--- src/rtl/pclk_pkg.sv ---
package pclk_pkg;
   localparam int SEL_W = 3;

   function automatic int cnt_width(input int div);
      return (div <= 2) ? 1 : $clog2(div);
   endfunction

   function automatic bit is_pow2(input int v);
      return (v > 0) && ((v & (v - 1)) == 0);
   endfunction
endpackage

--- src/rtl/pre_div.sv ---
module pre_div
   import pclk_pkg::*;
#(
   parameter int DIV = 8
) (
   input  logic clk,
   input  logic rst_n,
   input  logic tick,
   output logic en
);
   localparam int CW = cnt_width(DIV);

   if (!is_pow2(DIV)) begin : g_bad_div
      $error("pre_div: DIV must be a power of two");
   end

   logic en_q;

   if (DIV == 1) begin : g_pass
      always_ff @(posedge clk or negedge rst_n) begin
         if (!rst_n) en_q <= 1'b0;
         else        en_q <= tick;
      end
   end else begin : g_cnt
      localparam logic [CW-1:0] TC = CW'(DIV - 1);
      logic [CW-1:0] cnt_q;

      always_ff @(posedge clk or negedge rst_n) begin
         if (!rst_n) begin
            cnt_q <= '0;
            en_q  <= 1'b0;
         end else begin
            en_q <= tick && (cnt_q == TC);
            if (tick) cnt_q <= (cnt_q == TC) ? '0 : cnt_q + 1'b1;
         end
      end


      cnt_hold_chk: assert property (@(posedge clk) disable iff (!rst_n)
         !tick |=> $stable(cnt_q));
   end

   assign en = en_q;
endmodule

--- src/rtl/can_div.sv ---
module can_div
   import pclk_pkg::*;
#(
   parameter int MAX_LOG = 4
) (
   input  logic             clk,
   input  logic             rst_n,
   input  logic             tick,
   input  logic [SEL_W-1:0] sel,
   output logic             en
);
   localparam int LW = $clog2(MAX_LOG + 1);

   if (MAX_LOG < 1 || MAX_LOG >= (1 << SEL_W)) begin : g_bad_log
      $error("can_div: MAX_LOG out of range for select width");
   end

   logic [LW-1:0]      log_q;
   logic [MAX_LOG-1:0] cnt_q;
   logic [MAX_LOG:0]   span;
   logic [MAX_LOG-1:0] tc;
   logic [LW-1:0]      sel_clamp;
   logic               at_tc;
   logic               en_q;

   always_comb begin
      span      = (MAX_LOG + 1)'(1) << log_q;
      tc        = MAX_LOG'(span - 1'b1);
      at_tc     = (cnt_q == tc);
      sel_clamp = (int'(sel) > MAX_LOG) ? LW'(MAX_LOG) : LW'(sel);
   end

   always_ff @(posedge clk or negedge rst_n) begin
      if (!rst_n) begin
         log_q <= '0;
         cnt_q <= '0;
         en_q  <= 1'b0;
      end else begin
         en_q <= tick && at_tc;
         if (tick) begin
            if (at_tc) begin
               cnt_q <= '0;
               log_q <= sel_clamp;
            end else begin
               cnt_q <= cnt_q + 1'b1;
            end
         end
      end
   end


   ratio_update_chk: assert property (@(posedge clk) disable iff (!rst_n)
      !$stable(log_q) |-> en_q);

   can_hold_chk: assert property (@(posedge clk) disable iff (!rst_n)
      !tick |=> $stable(cnt_q));

   assign en = en_q;
endmodule

--- src/rtl/wait_gate.sv ---
module wait_gate (
   input  logic clk,
   input  logic rst_n,
   input  logic wstop_bit,
   input  logic wait_strobe,
   input  logic wake,
   output logic gated
);
   logic gated_q;

   always_ff @(posedge clk or negedge rst_n) begin
      if (!rst_n)                        gated_q <= 1'b0;
      else if (wake)                     gated_q <= 1'b0;
      else if (wait_strobe && wstop_bit) gated_q <= 1'b1;
   end


   gate_set_chk: assert property (@(posedge clk) disable iff (!rst_n)
      (wait_strobe && wstop_bit && !wake) |=> gated_q);

   gate_noset_chk: assert property (@(posedge clk) disable iff (!rst_n)
      (!gated_q && !(wait_strobe && wstop_bit)) |=> !gated_q);

   wake_clr_chk: assert property (@(posedge clk) disable iff (!rst_n)
      wake |=> !gated_q);

   assign gated = gated_q;
endmodule

--- src/rtl/periph_clk_prescaler.sv ---
module periph_clk_prescaler
   import pclk_pkg::*;
#(
   parameter int MID_DIV  = 8,
   parameter int SLOW_DIV = 32,
   parameter int SUB_DIV  = 32,
   parameter int CAN_LOG  = 4
) (
   input  logic             clk,
   input  logic             rst_n,
   input  logic             main_tick,
   input  logic             sub_tick,
   input  logic             main_run,
   input  logic             wstop_bit,
   input  logic             wait_strobe,
   input  logic             wake,
   input  logic [SEL_W-1:0] can_sel,
   output logic             en_f1,
   output logic             en_f8,
   output logic             en_f32,
   output logic             en_adc,
   output logic             en_can,
   output logic             en_tmr32,
   output logic             en_wdt
);
   if (SLOW_DIV <= MID_DIV) begin : g_bad_order
      $error("periph_clk_prescaler: SLOW_DIV must exceed MID_DIV");
   end

   logic gated;
   logic main_ok;
   logic main_act;
   logic adc_q;
   logic wdt_q;

   assign main_ok  = main_tick && main_run;
   assign main_act = main_ok && !gated;

   wait_gate u_gate (
      .clk(clk), .rst_n(rst_n), .wstop_bit(wstop_bit),
      .wait_strobe(wait_strobe), .wake(wake), .gated(gated));

   pre_div #(.DIV(1)) u_f1 (
      .clk(clk), .rst_n(rst_n), .tick(main_act), .en(en_f1));
   pre_div #(.DIV(MID_DIV)) u_f8 (
      .clk(clk), .rst_n(rst_n), .tick(main_act), .en(en_f8));
   pre_div #(.DIV(SLOW_DIV)) u_f32 (
      .clk(clk), .rst_n(rst_n), .tick(main_act), .en(en_f32));
   can_div #(.MAX_LOG(CAN_LOG)) u_can (
      .clk(clk), .rst_n(rst_n), .tick(main_act), .sel(can_sel), .en(en_can));
   pre_div #(.DIV(SUB_DIV)) u_tmr (
      .clk(clk), .rst_n(rst_n), .tick(sub_tick), .en(en_tmr32));

   always_ff @(posedge clk or negedge rst_n) begin
      if (!rst_n) begin
         adc_q <= 1'b0;
         wdt_q <= 1'b0;
      end else begin
         adc_q <= main_ok;
         wdt_q <= sub_tick;
      end
   end

   assign en_adc = adc_q;
   assign en_wdt = wdt_q;


   f8_in_f1_chk: assert property (@(posedge clk) disable iff (!rst_n)
      en_f8 |-> en_f1);

   f32_in_f8_chk: assert property (@(posedge clk) disable iff (!rst_n)
      en_f32 |-> en_f8);

   f1_in_adc_chk: assert property (@(posedge clk) disable iff (!rst_n)
      en_f1 |-> en_adc);

   can_in_f1_chk: assert property (@(posedge clk) disable iff (!rst_n)
      en_can |-> en_f1);

   tmr_in_wdt_chk: assert property (@(posedge clk) disable iff (!rst_n)
      en_tmr32 |-> en_wdt);

   gated_quiet_chk: assert property (@(posedge clk) disable iff (!rst_n)
      (gated && $past(gated)) |-> !en_f1);
endmodule

--- config.mk ---
export PLATFORM = sky130hd
export DESIGN_NAME = periph_clk_prescaler
export DESIGN_NICKNAME = d
export VERILOG_FILES = /design/src/rtl/pclk_pkg.sv /design/src/rtl/pre_div.sv /design/src/rtl/can_div.sv /design/src/rtl/wait_gate.sv /design/src/rtl/periph_clk_prescaler.sv
export SDC_FILE = /design/constraint.sdc
export NUM_CORES = 1
export LEC_CHECK = 0
export CAP_MARGIN = 30
export CORE_MARGIN = 4
export CORE_UTILIZATION = 45
export CTS_CLUSTER_SIZE = 30
export DETAILED_ROUTE_END_ITERATION = 8
export HOLD_SLACK_MARGIN = 0.15
export PLACE_DENSITY = 0.67
export SYNTH_ARGS = -nofsm -noshare
export SYNTH_HDL_FRONTEND = slang
export SYNTH_HIERARCHICAL = 1
export SYNTH_SLANG_ARGS = --single-unit
export TNS_END_PERCENT = 20
--- constraint.sdc ---
create_clock -name clk -period 4 [get_ports clk]
set_input_delay 0.6 -clock clk [delete_from_list [all_inputs] [get_ports clk]]
set_output_delay 0.6 -clock clk [all_outputs]
set_load 0.05 [all_outputs]
Yosys cells after proc, flatten, opt, wreduce, memory -nomap -nowiden. Index checks and enable logic that the tools add are counted.

Input bits: 11. Flip-flop bits (word level): 28. Memories: 0. Bits in read-only memories: 0. Latch bits: 0. Memory bits (writable): 0. Word-level logic and storage cells: 41.

Divide/modulo/power cells: 0. Bitwise operators: 0. $lt $le $gt $ge: 1. Shift-type cells: 1. Reduce and logical (&&, ||, !) cells: 10. Equal/unequal tests: 4. Add/sub/neg operators: 5. Mux-type cells: 7. Multiply operators: 0.

Operators with widths (number): $add 5x1->5 const B (2); $eq 5x5->1 const B (2); $mux 5 (2); $logic_and 1x1->1 (7); $mux 3 (2); $add 4x1->4 const B (1); $eq 4x4->1 (1); $mux 4 (1); $shl 1x3->4 const A (1); $sub 4x1->4 const B (1); $add 3x1->3 const B (1); $eq 3x3->1 const B (1); $gt 3x3->1 const B (1); $mux 1 (2); $reduce_and 2->1 (1); $reduce_bool 2->1 (1); $logic_not 1->1 (1).

Depth between registers and ports, before layout.
Depth after elaboration: 4. Depth in mapped cells: 7. Mapped depth without buffers: 7.

Modules after synthesis. The synthesis kept the hierarchy.

Modules (own cells, without submodules): pre_div at u_f32 ... (instances 2, cells each 23, area an instance 292.8 um^2); can_div (instances 1, cells each 42, area an instance 451.7 um^2); pre_div at u_f8 (instances 1, cells each 11, area an instance 171.4 um^2); periph_clk_prescaler (instances 1, cells each 4, area an instance 65.1 um^2); wait_gate (instances 1, cells each 3, area an instance 33.8 um^2); pre_div at u_f1 (instances 1, cells each 1, area an instance 25.0 um^2).

Worst setup path after synthesis. Ideal clock, no wire load.

Path kind: reg2reg. Start: register u_can.log_q[2]. End: register u_can.log_q[0]. Slack: 1.657 ns. Setup time: 0.128 ns. Clock period less this slack: 2.343 ns. Buffers on the path: 0. Arrival time: 2.216 ns. Stages on the path, launching flop included: 7. Path through: dfrtp_1 > or3_1 > ha_1 > xnor2_1 > or4_4 > a31oi_4 > mux2_1.

Cells in the longest elaborated chain, start to end: 4.

RTL lines: start: declaration (line can_div.sv:18) `logic [LW-1:0] log_q;`; start signal: assignment (line can_div.sv:43) `log_q <= sel_clamp;`; $shl 1x3->4 (line can_div.sv:27) `span = (MAX_LOG + 1)'(1) << log_q;`; $sub 4x1->4 (line can_div.sv:28) `tc = MAX_LOG'(span - 1'b1);`; $eq 4x4->1 (line can_div.sv:29) `at_tc = (cnt_q == tc);`; $reduce_and 2->1 (no source line).

Every way passes these cells. A chain may end at the register's enable or synchronous reset.

Final worst setup path.
Start: register u_can.log_q[2]. End: register u_can.log_q[2].

The elaborated chain is that of the path after synthesis.

==> Flow_metrics.wiki <==
{| class="wikitable"
! Metric !! Value
|-
| Inserted Diodes || 0
|-
| Count of routing violations after the opening detailed-route iteration || 37
|-
| Max transition margin || 0.6675
|-
| Reg-to-reg setup timing slack || 1470 ps
|-
| Clock transition at the registers of the reported paths || 140 ps
|-
| Htree depth || 1
|-
| Buffer type at the clock tree root || sky130_fd_sc_hd__clkbuf_4
|-
| Lkg Pwr || 0.7299 nW
|-
| Number of nets with antenna violations after detailed routing || 0
|-
| # Max-Cap Violations || 0
|-
| Total number of placement rows || 19
|-
| Number of port buffers || 17
|-
| Via count of the first global-routing pass || 878
|-
| Number of antenna violations at the first check in global routing || 0
|-
| Top cells by area, synth || sky130_fd_sc_hd__dfrtp_1 (53%), sky130_fd_sc_hd__ha_1 (7.5%), sky130_fd_sc_hd__mux2_2 (5.1%)
|-
| Setup repair after global routing missed its margin || no
|-
| Syn nets || 126
|-
| Area of the core region || 2781 sq um
|-
| Crit path capture type || flip-flop
|-
| Cells after synthesis || 107
|-
| Status || complete, no violations
|-
| RR Endpoint || u_can/log_q[2]$_DFFE_PN0P_
|-
| Number of endpoints failing setup at the final stage || 0
|-
| DRC || 0
|-
| Placer congestion estimate || 0.7516
|-
| Overflow after GRT || 0
|-
| Post-route design area || 1560 sq um
|-
| Number of pins with negative max-slew slack in the final report || 0
|-
| Fraction of the yosys area taken by sequential cells || 0.5258
|-
| Fraction of registers with async set or reset after synthesis || 1.000
|-
| # resized after CTS || 0
|-
| Arr. time, crit path || 2750 ps
|-
| Post-layout minimum cycle time || 2528 ps
|-
| Setup Buffers After CTS || 0
|-
| Worst min-delay path category || flip-flop to flip-flop
|-
| Average footprint of a synthesized cell || 12.45 sq um
|-
| Max IR drop VDD || 453.3 uV
|-
| Number of clock sinks || 28
|-
| Vertical die dimension || 62.42 microns
|-
| Sum of negative setup slack || 0 ps
|-
| Req. time, crit path || 4220 ps
|-
| Worst Clk Skew || 7.444 ps
|-
| EDFF count, synth || 0
|-
| Clock power share || 0.126
|-
| CTS tree || yes
|-
| Cell taking the most area after synthesis || sky130_fd_sc_hd__dfrtp_1
|-
| Switching Fraction || 0.3526
|-
| Capture point of the worst path || u_can/log_q[2]$_DFFE_PN0P_
|-
| Pwr/cell area || 577.1 nW/um^2
|-
| Area growth from synthesis to final layout || 17.09%
|-
| Buffers from clock root to sink, at most || 2
|-
| Number of register bits inferred by synthesis || 28
|-
| Part of the total power dissipated in sequential elements || 0.496
|-
| Synth Flop Type || sky130_fd_sc_hd__dfrtp_1
|-
| Number of buffers created by CTS || 3
|-
| Worst R2R Start || u_can/log_q[2]$_DFFE_PN0P_
|-
| Number of detailed-route iterations in the first pass || 4
|-
| Area of placed instances || 1538 sq um
|-
| Worst Setup Path Type || flip-flop to flip-flop
|-
| Fin nets || 147
|-
| Fraction of power consumed by combinational cells || 0.378
|-
| Reg2Reg Depth || 6
|-
| Peak Freq || 395.6 MHz
|-
| Maximum fanout encountered on the critical timing path || 7
|-
| Per-cell routed wire length || 13.64 microns
|-
| Vias after detailed routing || 885
|-
| Worst setup SP type || flip-flop
|-
| Number of top-level pins || 18
|-
| Tightest Pin Transition || 497.2 ps
|-
| DIE AREA || 3896 sq um
|-
| Vias per std cell || 5.637
|-
| Initial standard-cell utilization of the core || 0.4791
|-
| Net switching power figure || 0.3175 mW
|-
| Number of buffers added to fix hold violations after cts || 0
|-
| Share of final-layout standard cells stronger than drive strength 1 || 0.1429
|-
| Crit. Startpoint || u_can/log_q[2]$_DFFE_PN0P_
|-
| Overall fraction of global-route tracks in use || 0.1173
|-
| Fraction of the cycle the final worst path needs || 0.6320
|-
| Source-to-sink clock delay at the later pin of the worst-skew pair || 320 ps
|-
| Cell area after technology mapping || 1333 sq um
|-
| Distinct cell type count after synthesis || 31
|-
| First-pass GRT wire length || 3.726 mm
|-
| Die width || 62.42 microns
|-
| Largest net degree at the start of global routing || 29
|-
| Internal portion of total power || 0.5829 mW
|-
| Synthesis Warnings || 6
|-
| Detailed-placement wirelength estimate || 1.552 mm
|-
| Fraction of post-synthesis cell area in the top cell type by area || 0.5258
|-
| Hold violation total from the final report || 0
|-
| Total wirelength of the detailed-routed design || 2.141 mm
|}
## per-stage QoR
| stage | setup slack [ps] | hold slack, ps | power [mW] | util | std cells |
|---|---|---|---|---|---|
| final | 1472 | 502.7 | 0.9005 | 0.5610 | 157 |
| after global routing | 1360 | 539.8 | 0.9824 | 0.5610 | 157 |
| after global placement | 1592 | 469.0 | 0.7653 | 0.5529 | 154 |
| after detailed placement | 1486 | 479.2 | 0.7955 | 0.5529 | 154 |
| after floorplan | 1657 | 304.4 | 0.7044 | - | 107 |
| after CTS | 1466 | 509.0 | 0.9131 | 0.5610 | 157 |
## placed cells by master, fill, tap and decap left out, types with 3 or more instances in the layout
cell type and instances:
sky130_fd_sc_hd__and3_1 6, sky130_fd_sc_hd__mux2_1 3, sky130_fd_sc_hd__o21ai_0 3, sky130_fd_sc_hd__mux2i_1 5
sky130_fd_sc_hd__nand2b_1 3, sky130_fd_sc_hd__nor2_1 6, sky130_fd_sc_hd__clkbuf_4 3, sky130_fd_sc_hd__clkdlybuf4s50_1 17
sky130_fd_sc_hd__mux2_2 6, sky130_fd_sc_hd__nand2_1 6, sky130_fd_sc_hd__ha_1 8, sky130_fd_sc_hd__and2_1 3
sky130_fd_sc_hd__dfrtp_1 28
## per-layer routing
layer / routed length (microns) / up-vias / GRT usage
met1: 972 / 446 / 0.1329
li1: - / 421 / -
met3: 69 / 4 / 0.03957
met4: 29 / 0 / 0.04244
met5: 0 / - / 0
met2: 1070 / 14 / 0.2034
## power groups by stage
| stage | combinational [mW] | sequential (mW) | clock [mW] |
|---|---|---|---|
| final | 0.341 | 0.446 | 0.114 |
| after CTS | 0.345 | 0.447 | 0.122 |
| after detailed placement | 0.345 | 0.451 | 0 |
| after global routing | 0.389 | 0.460 | 0.133 |
| after global placement | 0.321 | 0.445 | 0 |
| after floorplan | 0.259 | 0.445 | 0 |
## synthesized netlist by cell type (all sizes together) (2+ instances only)
master,n
a21oi,2
xnor2,2
nand3,2
mux2i,5
a22o,2
and2,4
o22ai,2
nand2,6
nor2b,2
ha,8
buf,2
nor2,6
mux2,11
and3,6
nand2b,3
dfrtp,28
inv,2
nor3,2
o21ai,3
## cells by family (layout without fill, tap and decap cells)
group                      after synthesis  after routing  share of synthesized area
DFF                                     28             28                     0.5258
buffers and inverters                    5             24                    0.01971
and+or+nand+nor                         36             36                     0.1512
adders and majority gates                8              8                    0.07512
xor gates and xnor gates                 3              3                    0.01972
AOI/OAI and AO/OA                       11             11                    0.07230
muxes                                   16             16                     0.1361
## critical path: stages, from the launching register on
cell                      delay (ps)
sky130_fd_sc_hd__dfrtp_1         470
sky130_fd_sc_hd__or3_1           420
sky130_fd_sc_hd__ha_1            220
sky130_fd_sc_hd__xnor2_1         170
sky130_fd_sc_hd__or4_4           510
sky130_fd_sc_hd__a31oi_4         270
sky130_fd_sc_hd__mux2_1          360
## worst min path at each step
stage,start,to,depth (start not counted)
floorplan,rst_n,en_adc$_DFF_PN0_,0
global placement,u_f8/g_cnt.cnt_q[0]$_DFFE_PN0P_,u_f8/g_cnt.cnt_q[0]$_DFFE_PN0P_,1
detailed placement,u_gate/gated$_DFFE_PN0P_,u_gate/gated$_DFFE_PN0P_,2
CTS,u_f8/g_cnt.cnt_q[0]$_DFFE_PN0P_,u_f8/g_cnt.cnt_q[0]$_DFFE_PN0P_,1
global route,u_f32/g_cnt.cnt_q[0]$_DFFE_PN0P_,u_f32/g_cnt.cnt_q[0]$_DFFE_PN0P_,1
finish,u_f8/g_cnt.cnt_q[0]$_DFFE_PN0P_,u_f8/g_cnt.cnt_q[0]$_DFFE_PN0P_,1
## flip-flops by register name (all words and copies together), names as in the netlist, 3 cells and up
name,flops
u_can/cnt_q,4
u_can/log_q,3
u_f32/g_cnt.cnt_q,5
u_f8/g_cnt.cnt_q,3
u_tmr/g_cnt.cnt_q,5
## layout make-up
cell class                 instances  area [sq um]
fill                             242          1221
sequential                        28         700.7
multi-input combinational         74         605.6
timing repair buffer              19         185.2
tap                               31         38.79
clock buffer                       3         22.52
inverter                           2         7.507
No activity file was read; power rests on OpenSTA's default activity.
